### config.mk
export PLATFORM = sky130hd
export DESIGN_NAME = strap_cfg_latch
export DESIGN_NICKNAME = d
export VERILOG_FILES = /design/src/rtl/strap_cfg_pkg.sv /design/src/rtl/strap_cfg_ctrl.sv /design/src/rtl/strap_cfg_datapath.sv /design/src/rtl/strap_cfg_latch.sv
export SDC_FILE = /design/constraint.sdc
export NUM_CORES = 1
export LEC_CHECK = 0
export BUFFER_PORTS_ARGS = -buffer_cell sky130_fd_sc_hd__buf_2
export CAP_MARGIN = 20
export CELL_PAD_IN_SITES_DETAIL_PLACEMENT = 1
export CELL_PAD_IN_SITES_GLOBAL_PLACEMENT = 1
export CORE_ASPECT_RATIO = 1.75
export CORE_MARGIN = 4
export CORE_UTILIZATION = 32
export DETAILED_ROUTE_END_ITERATION = 8
export PLACE_DENSITY_LB_ADDON = 0.1
export SYNTH_ARGS = -nofsm -noshare
export SYNTH_HDL_FRONTEND = slang
export SYNTH_HIERARCHICAL = 1
export SYNTH_SLANG_ARGS = --single-unit
### constraint.sdc
create_clock -name clk -period 2.3 [get_ports clk]
set_input_delay 0.23 -clock clk [delete_from_list [all_inputs] [get_ports clk]]
set_output_delay 0.23 -clock clk [all_outputs]
set_load 0.005 [all_outputs]
### src/rtl/strap_cfg_pkg.sv
package strap_cfg_pkg;

  typedef enum logic [1:0] {
    PH_HOLD   = 2'd0,
    PH_SETTLE = 2'd1,
    PH_DONE   = 2'd2
  } strapPhase_t;

  // strobes from control to datapath
  typedef struct packed {
    logic capture;   // register the pads this edge
    logic ledBlank;  // warm reset active: LEDs to inactive level
  } strapStb_t;

  localparam logic [1:0] MODE_BOTH_BP  = 2'b00;
  localparam logic [1:0] MODE_RESERVED = 2'b01;
  localparam logic [1:0] MODE_P0_MII   = 2'b10;
  localparam logic [1:0] MODE_P1_MII   = 2'b11;

endpackage

### src/rtl/strap_cfg_ctrl.sv
module strap_cfg_ctrl
  import strap_cfg_pkg::*;
#(
  parameter int SETTLE_CYC = 16
) (
  input  logic      clk,
  input  logic      porRst_n,
  input  logic      warmRst_n,
  output strapStb_t stb
);

  localparam int CNT_W = (SETTLE_CYC < 2) ? 1 : $clog2(SETTLE_CYC);

  strapPhase_t phase;
  logic [CNT_W-1:0] settleCnt;
  logic lastSettle;

  assign lastSettle = (settleCnt == CNT_W'(SETTLE_CYC - 1));

  always_ff @(posedge clk or negedge porRst_n) begin
    if (!porRst_n) begin
      phase     <= PH_HOLD;
      settleCnt <= '0;
    end else begin
      unique case (phase)
        PH_HOLD: begin
          if (SETTLE_CYC <= 1) phase <= PH_DONE;
          else begin
            phase     <= PH_SETTLE;
            settleCnt <= CNT_W'(1);
          end
        end
        PH_SETTLE: begin
          if (lastSettle) phase <= PH_DONE;
          else settleCnt <= settleCnt + CNT_W'(1);
        end
        default: phase <= PH_DONE;
      endcase
    end
  end

  always_comb begin
    stb.capture  = 1'b0;
    stb.ledBlank = !warmRst_n;
    if (phase == PH_HOLD && SETTLE_CYC <= 1) stb.capture = 1'b1;
    if (phase == PH_SETTLE && lastSettle)    stb.capture = 1'b1;
  end

  // one capture strobe per power-on
  assert_single_capture_R1: assert property (@(posedge clk) disable iff (!porRst_n)
    stb.capture |=> (phase == PH_DONE) && !stb.capture);

  assert_done_is_final_R3: assert property (@(posedge clk) disable iff (!porRst_n)
    (phase == PH_DONE) |=> (phase == PH_DONE));

endmodule

### src/rtl/strap_cfg_datapath.sv
module strap_cfg_datapath
  import strap_cfg_pkg::*;
#(
  parameter int STRAP_N       = 6,
  parameter int LED_N         = 4,
  parameter int REG_W         = 8,
  parameter int CORE_MHZ      = 100,
  parameter int DIV_W         = 4,
  parameter int DLY_W         = 2,
  parameter int CLK_PERIOD_NS = 10,
  parameter int SHIFT_STEP_NS = 10
) (
  input  logic               clk,
  input  logic               porRst_n,
  input  strapStb_t          stb,
  input  logic [STRAP_N-1:0] strapPad,
  input  logic [LED_N-1:0]   ledReq,
  output logic [REG_W-1:0]   cfgReg,
  output logic               cfgValid,
  output logic [STRAP_N-1:0] padOe,
  output logic [1:0]         portMii,
  output logic               configError,
  output logic               clkOutEn,
  output logic [DIV_W-1:0]   clkDivRatio,
  output logic [DLY_W-1:0]   txDelayCycles,
  output logic [LED_N-1:0]   ledDrive
);

  localparam int DIV_HI    = CORE_MHZ / 25;
  localparam int DIV_MID   = CORE_MHZ / 20;
  localparam int DIV_LO    = CORE_MHZ / 10;
  localparam int STEP_CYC  = SHIFT_STEP_NS / CLK_PERIOD_NS;

  logic [STRAP_N-1:0] strapHeld;
  logic [1:0] portMode, clkMode, txShift;

  always_ff @(posedge clk or negedge porRst_n) begin
    if (!porRst_n) begin
      strapHeld   <= '0;
      cfgValid    <= 1'b0;
      configError <= 1'b0;
    end else if (stb.capture) begin
      strapHeld   <= strapPad;
      cfgValid    <= 1'b1;
      configError <= (strapPad[1:0] == MODE_RESERVED);
    end
  end

  assign portMode = strapHeld[1:0];
  assign clkMode  = strapHeld[3:2];
  assign txShift  = strapHeld[5:4];

  generate
    if (REG_W > STRAP_N) begin : g_pad_reg
      assign cfgReg = {{(REG_W-STRAP_N){1'b0}}, strapHeld};
    end else begin : g_flat_reg
      assign cfgReg = strapHeld[REG_W-1:0];
    end
  endgenerate

  always_comb begin
    unique case (portMode)
      MODE_P0_MII: portMii = 2'b01;
      MODE_P1_MII: portMii = 2'b10;
      default:     portMii = 2'b00;
    endcase
  end

  always_comb begin
    clkOutEn = (clkMode != 2'b00);
    unique case (clkMode)
      2'b01:   clkDivRatio = DIV_W'(DIV_HI);
      2'b10:   clkDivRatio = DIV_W'(DIV_MID);
      2'b11:   clkDivRatio = DIV_W'(DIV_LO);
      default: clkDivRatio = '0;
    endcase
  end

  assign txDelayCycles = DLY_W'(int'(txShift) * STEP_CYC);

  // per-pin direction and LED polarity
  generate
    for (genvar p = 0; p < STRAP_N; p++) begin : g_pin
      if (p < LED_N) begin : g_led
        assign padOe[p] = cfgValid;
        assign ledDrive[p] = !cfgValid    ? 1'b0 :
                             stb.ledBlank ? strapHeld[p] :
                                            (ledReq[p] ^ strapHeld[p]);
      end else begin : g_tx
        assign padOe[p] = cfgValid && (portMii != 2'b00);
      end
    end
  endgenerate

  assert_no_resample_R2: assert property (@(posedge clk) disable iff (!porRst_n)
    cfgValid |=> $stable(cfgReg) && cfgValid);

  assert_quiet_before_capture_R1: assert property (@(posedge clk) disable iff (!porRst_n)
    !cfgValid |-> (padOe == '0) && (cfgReg == '0));

  assert_error_sticky_R6: assert property (@(posedge clk) disable iff (!porRst_n)
    configError |=> configError);

  assert_reserved_backplane_R6: assert property (@(posedge clk) disable iff (!porRst_n)
    configError |-> (portMii == 2'b00));

  assert_clk_ratio_R7: assert property (@(posedge clk) disable iff (!porRst_n)
    clkOutEn |-> (clkDivRatio != '0));

  assert_led_blank_R10: assert property (@(posedge clk) disable iff (!porRst_n)
    (cfgValid && stb.ledBlank) |-> (ledDrive == strapHeld[LED_N-1:0]));

endmodule

### src/rtl/strap_cfg_latch.sv
module strap_cfg_latch
  import strap_cfg_pkg::*;
#(
  parameter int SETTLE_CYC = 16,
  parameter int CORE_MHZ   = 100
) (
  input  logic       clk,
  input  logic       porRst_n,
  input  logic       warmRst_n,
  input  logic [5:0] strapPad,
  input  logic [3:0] ledReq,
  output logic [7:0] cfgReg,
  output logic       cfgValid,
  output logic [5:0] padOe,
  output logic [1:0] portMii,
  output logic       configError,
  output logic       clkOutEn,
  output logic [3:0] clkDivRatio,
  output logic [1:0] txDelayCycles,
  output logic [3:0] ledDrive
);

  strapStb_t stb;

  strap_cfg_ctrl #(.SETTLE_CYC(SETTLE_CYC)) u_ctrl (
    .clk       (clk),
    .porRst_n  (porRst_n),
    .warmRst_n (warmRst_n),
    .stb       (stb)
  );

  strap_cfg_datapath #(
    .STRAP_N (6), .LED_N (4), .REG_W (8), .CORE_MHZ (CORE_MHZ),
    .DIV_W (4), .DLY_W (2), .CLK_PERIOD_NS (1000 / CORE_MHZ), .SHIFT_STEP_NS (10)
  ) u_dp (
    .clk           (clk),
    .porRst_n      (porRst_n),
    .stb           (stb),
    .strapPad      (strapPad),
    .ledReq        (ledReq),
    .cfgReg        (cfgReg),
    .cfgValid      (cfgValid),
    .padOe         (padOe),
    .portMii       (portMii),
    .configError   (configError),
    .clkOutEn      (clkOutEn),
    .clkDivRatio   (clkDivRatio),
    .txDelayCycles (txDelayCycles),
    .ledDrive      (ledDrive)
  );

endmodule

==> impl_metrics.sql <==
INSERT INTO impl_metrics (metric_group, metric, value, unit) VALUES
('pwr', 'p_sw', '0.108', 'mW'),
('worst_setup_path', 'end_kind', 'flip-flop', ''),
('sta', 'final-hold-violation-count', '0', ''),
('pwr', 'powerDensity', '487', 'nW/um^2'),
('yosys', 'synth_commonest_cells', 'sky130_fd_sc_hd__dfrtp_1 (14), sky130_fd_sc_hd__buf_4 (10), sky130_fd_sc_hd__o21ai_0 (8), sky130_fd_sc_hd__inv_1 (7), sky130_fd_sc_hd__nand2_1 (7)', ''),
('yosys', 'ys_dominant_reg_cell', 'sky130_fd_sc_hd__dfrtp_1', ''),
('routing', 'drcViolationCount', '0', ''),
('layout', 'fillCellCount', '310', ''),
('grt', 'largest_net_degree_at_the_start_of_global_routing', '15', ''),
('sta', 'post-route-period-util', '73.7', '%'),
('yosys', 'synth_most_common_cell', 'sky130_fd_sc_hd__dfrtp_1', ''),
('die', 'die-width', '46.8', 'um'),
('pwr', 'leakage', '0.523', 'nW'),
('cts', 'clock_tree_from_tritoncts', 'yes', ''),
('sta', 'whs', '0.207', 'ns'),
('die', 'initial_core_util', '33.4', '%'),
('grt', 'grt_pass1_vias', '747', ''),
('pwr', 'power.share.combinational', '13.0', '%'),
('routing', 'routed_wirelength', '1.92', 'mm'),
('yosys', 'synth_top_family_by_area', 'simple AND/OR/NAND/NOR gates', ''),
('die', 'row_count', '24', ''),
('grt', 'globalRoute.totalOverflow', '0', ''),
('outcome', 'status', 'finished clean', ''),
('cts', 'cts_setup_buffers', '0', ''),
('worst_setup_path', 'cp_data_required_time', '2.42', 'ns'),
('worst_setup_path', 'crit_fanout', '11', ''),
('die', 'design.portCount', '42', ''),
('yosys', 'synthesis_warnings', '6', ''),
('pwr', 'ir_worst_vdd', '0.295', 'mV'),
('yosys', 'yosys.area.top_type', 'sky130_fd_sc_hd__dfrtp_1', ''),
('cts', 'numCtsBuffers', '3', ''),
('pwr', 'power_switching_share', '21.0', '%'),
('grt', 'first_pass_grt_wire_length', '3.26', 'mm'),
('yosys', 'number_of_enable_type_register_cells_in_the_synthesized_netlist', '0', ''),
('yosys', 'netlist_instances', '84', ''),
('worst_setup_path', 'startpoint_of_the_worst_setup_timing_path', 'u_ctrl/settleCnt[0]', ''),
('layout', 'seqCellArea', '350', 'sq um'),
('yosys', 'yosys.area_share.simple', '18.2', '%'),
('yosys', 'synth_top_area_share', '41.5', '%'),
('cts', 'root_buffer', 'sky130_fd_sc_hd__clkbuf_8', ''),
('yosys', 'synthXorXnorAreaFrac', '0', '%'),
('cts', 'ctsResizeCount', '0', ''),
('cts', 'h_tree_depth', '1', ''),
('layout', 'multi_input_gate_area_in_the_final_layout', '390', 'sq um'),
('yosys', 'yosysSeqAreaShare', '41.5', '%'),
('pwr', 'power_frac_seq', '50.6', '%'),
('grt', 'track_usage', '11.8', '%'),
('sta', 'max_freq', '0.590', 'GHz'),
('sta', 'final-setup-viol-count', '0', ''),
('pwr', 'p_int', '0.405', 'mW'),
('yosys', 'ys_seq_elements', '14', ''),
('yosys', 'synth_compound_area_share', '12.8', '%'),
('layout', 'nets', '137', ''),
('routing', 'vias_per_cell', '4.88', ''),
('yosys', 'avg_cell_area_syn', '10.0', 'sq um'),
('cts', 'clk_transition_reported_paths', '0.05', 'ns'),
('worst_setup_path', 'setup.worst_path.start_class', 'flip-flop', ''),
('cts', 'ctsLongestPathBuffers', '2', ''),
('yosys', 'netlist_top_cells_area', 'sky130_fd_sc_hd__dfrtp_1 (42%), sky130_fd_sc_hd__buf_4 (8.9%), sky130_fd_sc_hd__mux2_2 (6.7%)', ''),
('worst_setup_path', 'critPathKind', 'flip-flop to flip-flop', ''),
('pwr', 'pwr-share-clk', '36.4', '%'),
('yosys', 'postSynth.asyncResetShare', '100', '%'),
('die', 'die_h', '75.9', 'um'),
('routing', 'dr.first_iter.drc_count', '7', ''),
('hold_path', 'hold_path.startpoint', 'strapPad[2]', ''),
('cts', 'post_cts_hold_buffer_count', '1', ''),
('cts', 'cts.sinks', '14', ''),
('layout', 'antenna_cells', '0', ''),
('worst_setup_path', 'worstReg2RegStart', 'u_ctrl/settleCnt[0]', ''),
('die', 'coreArea', '2520', 'sq um'),
('routing', 'vias', '702', '');
## metrics by stage
step	std cells	area, sq um	setup WS, ns	utilization, %
2_1_floorplan	85	847	0.653	-
3_5_place_dp	140	1000	0.606	39.7
6_report	144	1050	0.605	41.8
3_3_place_gp	140	1000	0.651	39.7
4_1_cts	144	1050	0.600	41.8
5_1_grt	144	1050	0.456	41.8
## critical path: stages, from the launching register on
cell and delay, ns:
sky130_fd_sc_hd__dfrtp_1 0.44, sky130_fd_sc_hd__ha_1 0.27, sky130_fd_sc_hd__and3_4 0.22, sky130_fd_sc_hd__nand2_1 0.05
sky130_fd_sc_hd__nor2_1 0.09, sky130_fd_sc_hd__buf_4 0.17, sky130_fd_sc_hd__mux2_2 0.34
## sequential cells by signal, indices dropped and copies added, names as in the netlist
| signal | cells |
|---|---|
| u_dp/configError | 1 |
| u_dp/strapHeld | 6 |
| u_ctrl/settleCnt | 4 |
| u_ctrl/phase | 2 |
| u_dp/cfgValid | 1 |
## per-layer routing
metal | wire length, um | share of wire [%] | GRT usage [%] | vias to the layer above
li1 | - | - | - | 342
met1 | 630 | 33 | 12.1 | 339
met2 | 1140 | 59 | 22.5 | 19
met3 | 136 | 7.1 | 1.42 | 2
met4 | 13 | 0.68 | 3.32 | 0
met5 | 0 | 0 | 0 | -
## final timing paths
check                                     to  cells past startpoint  slack (ns)
min in group asynchronous    u_ctrl/phase[1]                      2        0.42
setup reg to reg           u_dp/strapHeld[5]                      6        0.60
max in group asynchronous  u_dp/strapHeld[2]                      2        1.63
setup / recovery           u_dp/strapHeld[5]                      6        0.60
hold reg to reg            u_dp/strapHeld[5]                      1        0.53
hold / removal             u_dp/strapHeld[2]                      3        0.21
## area by class of cell
cell class                      instances  area share [%]
Clock buffer                            3            3.92
Multi-Input combinational cell         53            37.1
Sequential cell                        14            33.3
Tap cell                               26            3.09
Timing Repair Buffer                   41            20.2
Inverter                                7            2.49
## power groups by stage
stage,Sequential [mW],Combinational [mW],Clock (mW)
final,0.259,0.0668,0.187
after floorplan,0.263,0.0336,0
after global routing,0.260,0.0765,0.211
after global placement,0.263,0.0662,0
after detailed placement,0.264,0.0676,0
after CTS,0.260,0.0692,0.201
## cells by family (layout without fill, tap and decap cells)
kind of cell             count (synthesis)  after routing
AO/OA/AOI/OAI                           17             17
adder cells (fa/ha/maj)                  4              4
buffers and inverters                   18             51
flip-flops                              14             14
multiplexers                             6              6
other                                    1              2
AND/OR/NAND/NOR                         24             24
## cells in the final DEF, fill, tap and decap left out
cell type                       instances
sky130_fd_sc_hd__a21oi_1                4
sky130_fd_sc_hd__a22o_1                 2
sky130_fd_sc_hd__a2bb2oi_2              1
sky130_fd_sc_hd__a31oi_1                1
sky130_fd_sc_hd__a41oi_1                1
sky130_fd_sc_hd__and2_1                 1
sky130_fd_sc_hd__and2_4                 1
sky130_fd_sc_hd__and2b_1                1
sky130_fd_sc_hd__and3_4                 1
sky130_fd_sc_hd__buf_2                 39
sky130_fd_sc_hd__buf_4                  1
sky130_fd_sc_hd__clkbuf_8               3
sky130_fd_sc_hd__conb_1                 2
sky130_fd_sc_hd__dfrtp_1               14
sky130_fd_sc_hd__dlygate4sd3_1          1
sky130_fd_sc_hd__ha_1                   4
sky130_fd_sc_hd__inv_1                  7
sky130_fd_sc_hd__mux2_2                 5
sky130_fd_sc_hd__mux2_4                 1
sky130_fd_sc_hd__nand2_1                7
sky130_fd_sc_hd__nand2b_1               1
sky130_fd_sc_hd__nand3_1                1
sky130_fd_sc_hd__nand3b_1               1
sky130_fd_sc_hd__nand4bb_1              3
sky130_fd_sc_hd__nor2_1                 1
sky130_fd_sc_hd__nor2b_1                5
sky130_fd_sc_hd__o21ai_0                8
sky130_fd_sc_hd__or2_2                  1
Note: power is estimated with default switching activity, not from simulation.
